`config.mk`:
```
export PLATFORM = sky130hd
export DESIGN_NAME = tone_guard_qual
export DESIGN_NICKNAME = d
export VERILOG_FILES = /design/src/rtl/tgq_pkg.sv /design/src/rtl/tgq_sync.sv /design/src/rtl/tgq_guard.sv /design/src/rtl/tgq_pulse_check.sv /design/src/rtl/tone_guard_qual.sv
export SDC_FILE = /design/constraint.sdc
export NUM_CORES = 1
export LEC_CHECK = 0
export ABC_AREA = 1
export CORE_MARGIN = 2
export CORE_UTILIZATION = 35
export DETAILED_ROUTE_END_ITERATION = 12
export DONT_BUFFER_PORTS = 1
export GPL_TIMING_DRIVEN = 0
export PLACE_DENSITY = 0.56
export RECOVER_POWER = 50
export SKIP_CTS_REPAIR_TIMING = 1
export SLEW_MARGIN = 40
export SYNTH_ARGS = -nofsm -noshare
export SYNTH_HDL_FRONTEND = slang
export SYNTH_SLANG_ARGS = --single-unit
```
`constraint.sdc`:
```
create_clock -name clk -period 3 [get_ports clk]
set_input_delay 0.6 -clock clk [delete_from_list [all_inputs] [get_ports clk]]
set_output_delay 0.6 -clock clk [all_outputs]
set_load 0.01 [all_outputs]
```
`src/rtl/tgq_pkg.sv`:
```
package tgq_pkg;
   typedef enum logic {
      PH_QUIET = 1'b0,
      PH_TONE  = 1'b1
   } tgq_phase_e;
endpackage

```
`src/rtl/tgq_sync.sv`:
```
module tgq_sync #(
   parameter int STAGES = 2
) (
   input  logic clk,
   input  logic rst_n,
   input  logic d_i,
   output logic q_o
);
   generate
      if (STAGES == 0) begin : g_bypass
         assign q_o = d_i;
      end else begin : g_chain
         logic [STAGES-1:0] chain;
         always_ff @(posedge clk or negedge rst_n) begin
            if (!rst_n) chain <= '0;
            else if (STAGES == 1) chain <= d_i;
            else chain <= {chain[STAGES-2:0], d_i};
         end
         assign q_o = chain[STAGES-1];
      end
   endgenerate
endmodule

```
`src/rtl/tgq_guard.sv`:
```
module tgq_guard
   import tgq_pkg::*;
#(
   parameter int TW = 8
) (
   input  logic          clk,
   input  logic          rst_n,
   input  logic          dis_i,
   input  logic          tick_i,
   input  logic          tone_i,
   input  logic [TW-1:0] pres_i,
   input  logic [TW-1:0] abs_i,
   output logic          qual_o,
   output logic          rel_o
);
   tgq_phase_e    phase;
   logic [TW-1:0] cnt;
   logic [TW-1:0] limit;
   logic          differs;
   logic          expire;

   assign limit   = (phase == PH_TONE) ? abs_i : pres_i;
   assign differs = tone_i != (phase == PH_TONE);
   assign expire  = tick_i && ({1'b0, cnt} + 1'b1 >= {1'b0, limit});
   assign rel_o   = !dis_i && (phase == PH_TONE) && differs && expire;
   assign qual_o  = (phase == PH_TONE);

   always_ff @(posedge clk or negedge rst_n) begin
      if (!rst_n) begin
         phase <= PH_QUIET;
         cnt   <= '0;
      end else if (dis_i) begin
         phase <= PH_QUIET;
         cnt   <= '0;
      end else if (!differs) begin
         cnt <= '0;
      end else if (tick_i) begin
         if (expire) begin
            phase <= (phase == PH_TONE) ? PH_QUIET : PH_TONE;
            cnt   <= '0;
         end else begin
            cnt <= cnt + 1'b1;
         end
      end
   end
endmodule

```
`src/rtl/tgq_pulse_check.sv`:
```
module tgq_pulse_check #(
   parameter int TW = 8
) (
   input  logic          clk,
   input  logic          rst_n,
   input  logic          dis_i,
   input  logic          tick_i,
   input  logic          qual_i,
   input  logic          tone_i,
   input  logic          rel_i,
   input  logic [TW-1:0] min_i,
   input  logic [TW-1:0] max_i,
   input  logic [TW-1:0] mdrop_i,
   output logic          valid_o,
   output logic          invalid_o
);
   localparam logic [TW-1:0] SAT = {TW{1'b1}};

   logic [TW-1:0] len_q, drop_q, worst_q;
   logic [TW-1:0] len_inc, drop_inc;
   logic          pass;

   assign len_inc  = (len_q == SAT) ? SAT : len_q + 1'b1;
   assign drop_inc = (drop_q == SAT) ? SAT : drop_q + 1'b1;
   assign pass     = (len_inc >= min_i) && (len_inc <= max_i) && (worst_q <= mdrop_i);

   always_ff @(posedge clk or negedge rst_n) begin
      if (!rst_n) begin
         len_q   <= '0;
         drop_q  <= '0;
         worst_q <= '0;
      end else if (dis_i || !qual_i) begin
         len_q   <= '0;
         drop_q  <= '0;
         worst_q <= '0;
      end else if (tick_i) begin
         len_q <= len_inc;
         if (!tone_i) begin
            drop_q <= drop_inc;
         end else begin
            if (drop_q > worst_q) worst_q <= drop_q;
            drop_q <= '0;
         end
      end
   end

   always_ff @(posedge clk or negedge rst_n) begin
      if (!rst_n) begin
         valid_o   <= 1'b0;
         invalid_o <= 1'b0;
      end else begin
         valid_o   <= rel_i && pass;
         invalid_o <= rel_i && !pass;
      end
   end
endmodule

```
`src/rtl/tone_guard_qual.sv`:
```
module tone_guard_qual #(
   parameter int TW          = 8,
   parameter int SYNC_STAGES = 2
) (
   input  logic          clk,
   input  logic          rst_n,
   input  logic          dis_i,
   input  logic          tick_i,
   input  logic          est_i,
   input  logic [TW-1:0] pres_gt_i,
   input  logic [TW-1:0] abs_gt_i,
   input  logic [TW-1:0] min_len_i,
   input  logic [TW-1:0] max_len_i,
   input  logic [TW-1:0] max_drop_i,
   output logic          est_o,
   output logic          std_n_o,
   output logic          valid_o,
   output logic          invalid_o
);
   generate
      if (TW < 2 || TW > 24) begin : g_bad_tw
         $error("tone_guard_qual: TW out of range");
      end
      if (SYNC_STAGES < 0 || SYNC_STAGES > 4) begin : g_bad_sync
         $error("tone_guard_qual: SYNC_STAGES out of range");
      end
   endgenerate

   logic tone_s;
   logic qual;
   logic rel;

   tgq_sync #(.STAGES(SYNC_STAGES)) u_sync (
      .clk   (clk),
      .rst_n (rst_n),
      .d_i   (est_i),
      .q_o   (tone_s)
   );

   tgq_guard #(.TW(TW)) u_guard (
      .clk    (clk),
      .rst_n  (rst_n),
      .dis_i  (dis_i),
      .tick_i (tick_i),
      .tone_i (tone_s),
      .pres_i (pres_gt_i),
      .abs_i  (abs_gt_i),
      .qual_o (qual),
      .rel_o  (rel)
   );

   tgq_pulse_check #(.TW(TW)) u_check (
      .clk       (clk),
      .rst_n     (rst_n),
      .dis_i     (dis_i),
      .tick_i    (tick_i),
      .qual_i    (qual),
      .tone_i    (tone_s),
      .rel_i     (rel),
      .min_i     (min_len_i),
      .max_i     (max_len_i),
      .mdrop_i   (max_drop_i),
      .valid_o   (valid_o),
      .invalid_o (invalid_o)
   );

   assign est_o   = dis_i ? 1'b0 : tone_s;
   assign std_n_o = ~qual;
endmodule

```
==> metrics.txt <==
status complete, but fails checks; failing checks capacitance limit, slew limit; Clock transition at path regs 70 ps; antenna viol nets, final 0; compound-gate portion of the synthesized area approximately 11%; mux contribution to synthesized area roughly 2.3%; largest stage delay on the critical path 400 ps; Post-Place Worst Slack 430.3 ps; critical-path cell list ha_1, nand2_1, inv_1, nand2_1, nor2_1, inv_1, nor2_4, inv_2, nor2_4, a21oi_1, inv_1, ha_1, a21oi_1, o21ai_0, nand2_1, nand3_1, nand2_1, nand2_1, inv_1, nand2_1, nor2_1; Tightest Pin Transition 2015 ps; Remaining Overflow, GRT 0; main flop type after synthesis dfrtp_1; Mean Syn Cell Area 7.325 um^2; Placed Area 3212 um^2; Final Max Slew Viols 38; IO Pins 49; clock skew ~8.9 ps; CP Data Required Time 3220 ps; cell taking the most area after synthesis dfrtp_1; cell area after synthesis a little over 3000 um^2; largest family of logic cells by synthesized area simple AND/OR/NAND/NOR gates; Ys Warns 0; Fill cells 935; Arr. time, crit path 2770 ps; Max Cap Violations 1; Setup CP Type reg2reg; clock sink count 37; DRT Pass-1 Iters 4; DRT Wirelength 6346 um; Root Driver clkbuf_8; GRT Util Overall 14.15%; slowest CP cell dfrtp_1; initial antenna violation count 0; port buffer count 0; ys async rst share 100.0%; Design Area, Final roughly 3300 um^2; cell mode on critical path nand2_1; Die H 97.76 um; top post-synthesis cells by count nand2_1 (89), inv_1 (78), ha_1 (43); H-Tree Depth 2; pwr dens 285.2 nW/um^2; min-delay worst type in2reg; total CTS buffers 5; Setup Viol. Count Final 0; worst-skew pair later-pin latency 290 ps; adder-cell share of the synthesized area 17.49%; simple-gate portion of the synthesized area a little over a quarter; Die Outline Area 9557 um^2; effective utilization at floorplan between 30% and 40%; Lkg Pwr 1.765 nW; vias per inst 4.819; Synth Area in XOR/XNOR 1.993%; final hold vios 0; Die Width slightly below 100 um; gpl congestion ~0.82; largest net degree at the start of global routing 38; post-synthesis sequential area ratio 30.09%; Bufs on Longest Clock Path 2; PnR worst setup slack 455.7 ps; # DRC 0; share of cells above drive strength 1 7.226%; setup TNS 0 ps; DR iter-0 viols 118; EDFF count, synth 0; Routed WL per cell between 10 and 15 um; maximum clock rate just under 0.4 GHz; dominant cells by area after synthesis dfrtp_1 (30%), ha_1 (17%), nand2_1 (11%); Worst setup EP type register; Yosys cell types 34; FP Rows 34; vias post-DR approximately 2600; Detail Placement HPWL 5185 um; # diodes 0; Yosys reg bits 37; first-pass GRT wire length around 11000 um; CTS tree built; crit path time final 2544 ps; cells after synthesis 420; Max IR drop VDD 0.1381 mV; core region area 8636 um^2; fin crit share 84.81%; vias in the first global route 2505; count leader, synth nand2_1; Startpoint Class register; share of the synthesized area in the top cell type 30.09%; RSZ-0062 raised after global routing false; Slew HR -34.31%; nets@finish 516; Area Overhead vs Synth 7.645%; Synth Net Count 508; CP Max Fanout 5
area by class of cell:
class	instances	area, um^2	share of cell area (%)
buffer	3	16.27	0.4911
timing repair buffer	1	3.754	0.1133
sequential	37	925.9	27.96
inverter	85	319.1	9.634
clock buffer	6	82.58	2.493
tap	108	135.1	4.080
clock inverter	2	13.76	0.4156
multi-input combinational	295	1815	54.82
placed cells by master, fill, tap and decap left out, drive strengths merged:
cell	n
nand2	93
inv	84
nor2	46
ha	43
dfrtp	37
nand3	32
o21ai	23
a21oi	22
o22ai	9
clkbuf	8
mux2i	7
xor2	6
nand4	5
clkinv	3
buf	2
nor3	2
a31oi	2
xnor2	1
nand3b	1
o21a	1
o311ai	1
o21bai	1
critical path, delay by kind of cell (launching register included):
family	cells	cell delay, ps
AND/OR/NAND/NOR	11	700
adder cells (fa/ha/maj)	2	510
buffers and inverters	5	450
AO/OA/AOI/OAI	3	430
flip-flops	1	400
kinds of logic (layout without fill, tap and decap cells):
family / count (synthesis) / in the layout
compound gates: 59 / 59
xor+xnor: 7 / 7
fa+ha+maj: 43 / 43
buf+inv: 88 / 97
flops: 37 / 37
mux: 7 / 7
simple gates: 179 / 179
path summary, 6_finish.rpt:
check	endpoint	slack, ps	start	cells after the start
worst max register to register	u_check.valid_o	460	u_check.len_q[0]	21
min in group asynchronous	u_check.drop_q[6]	880	rst_n	1
worst min register to register	u_sync.g_chain.chain[1]	360	u_sync.g_chain.chain[0]	0
max in group asynchronous	u_check.len_q[0]	970	rst_n	1
worst min-delay path	u_sync.g_chain.chain[0]	330	est_i	0
worst max-delay path	u_check.valid_o	460	u_check.len_q[0]	21
where the power goes:
part,switching [mW],internal [mW],total [mW]
clock network,0.181,0.186,0.367
registers,0.00364,0.501,0.505
logic,0.0490,0.0237,0.0728
layer usage:
metal  track usage, %  routed length, um  vias to the layer above  share of wire, %
met4            3.526                 65                        0               1.0
li1                 -                  -                     1374                 -
met1            18.84               3112                     1163                49
met3            2.935                180                        8               2.8
met5                0                  0                        -                 0
met2            23.66               2987                       43                47
flip-flops by register name, summed over array words and instances, names as in the netlist:
signal / flops
u_check.len_q: 8
u_check.invalid_o: 1
u_check.valid_o: 1
u_sync.g_chain.chain: 2
u_guard.cnt: 8
u_guard.qual_o: 1
u_check.drop_q: 8
u_check.worst_q: 8
through the flow:
step | instances | util (%) | hold slack, ps | power, mW
after global routing | 537 | 38.35 | 308.6 | 1.004
after CTS | 536 | 38.31 | -18.65 | 0.9543
final | 537 | 38.35 | 334.4 | 0.9445
after floorplan | 420 | - | 304.4 | 0.5648
after detailed placement | 528 | 37.19 | 306.1 | 0.5785
after global placement | 528 | 37.19 | 306.2 | 0.5752
(Power assumes the default switching activity.)
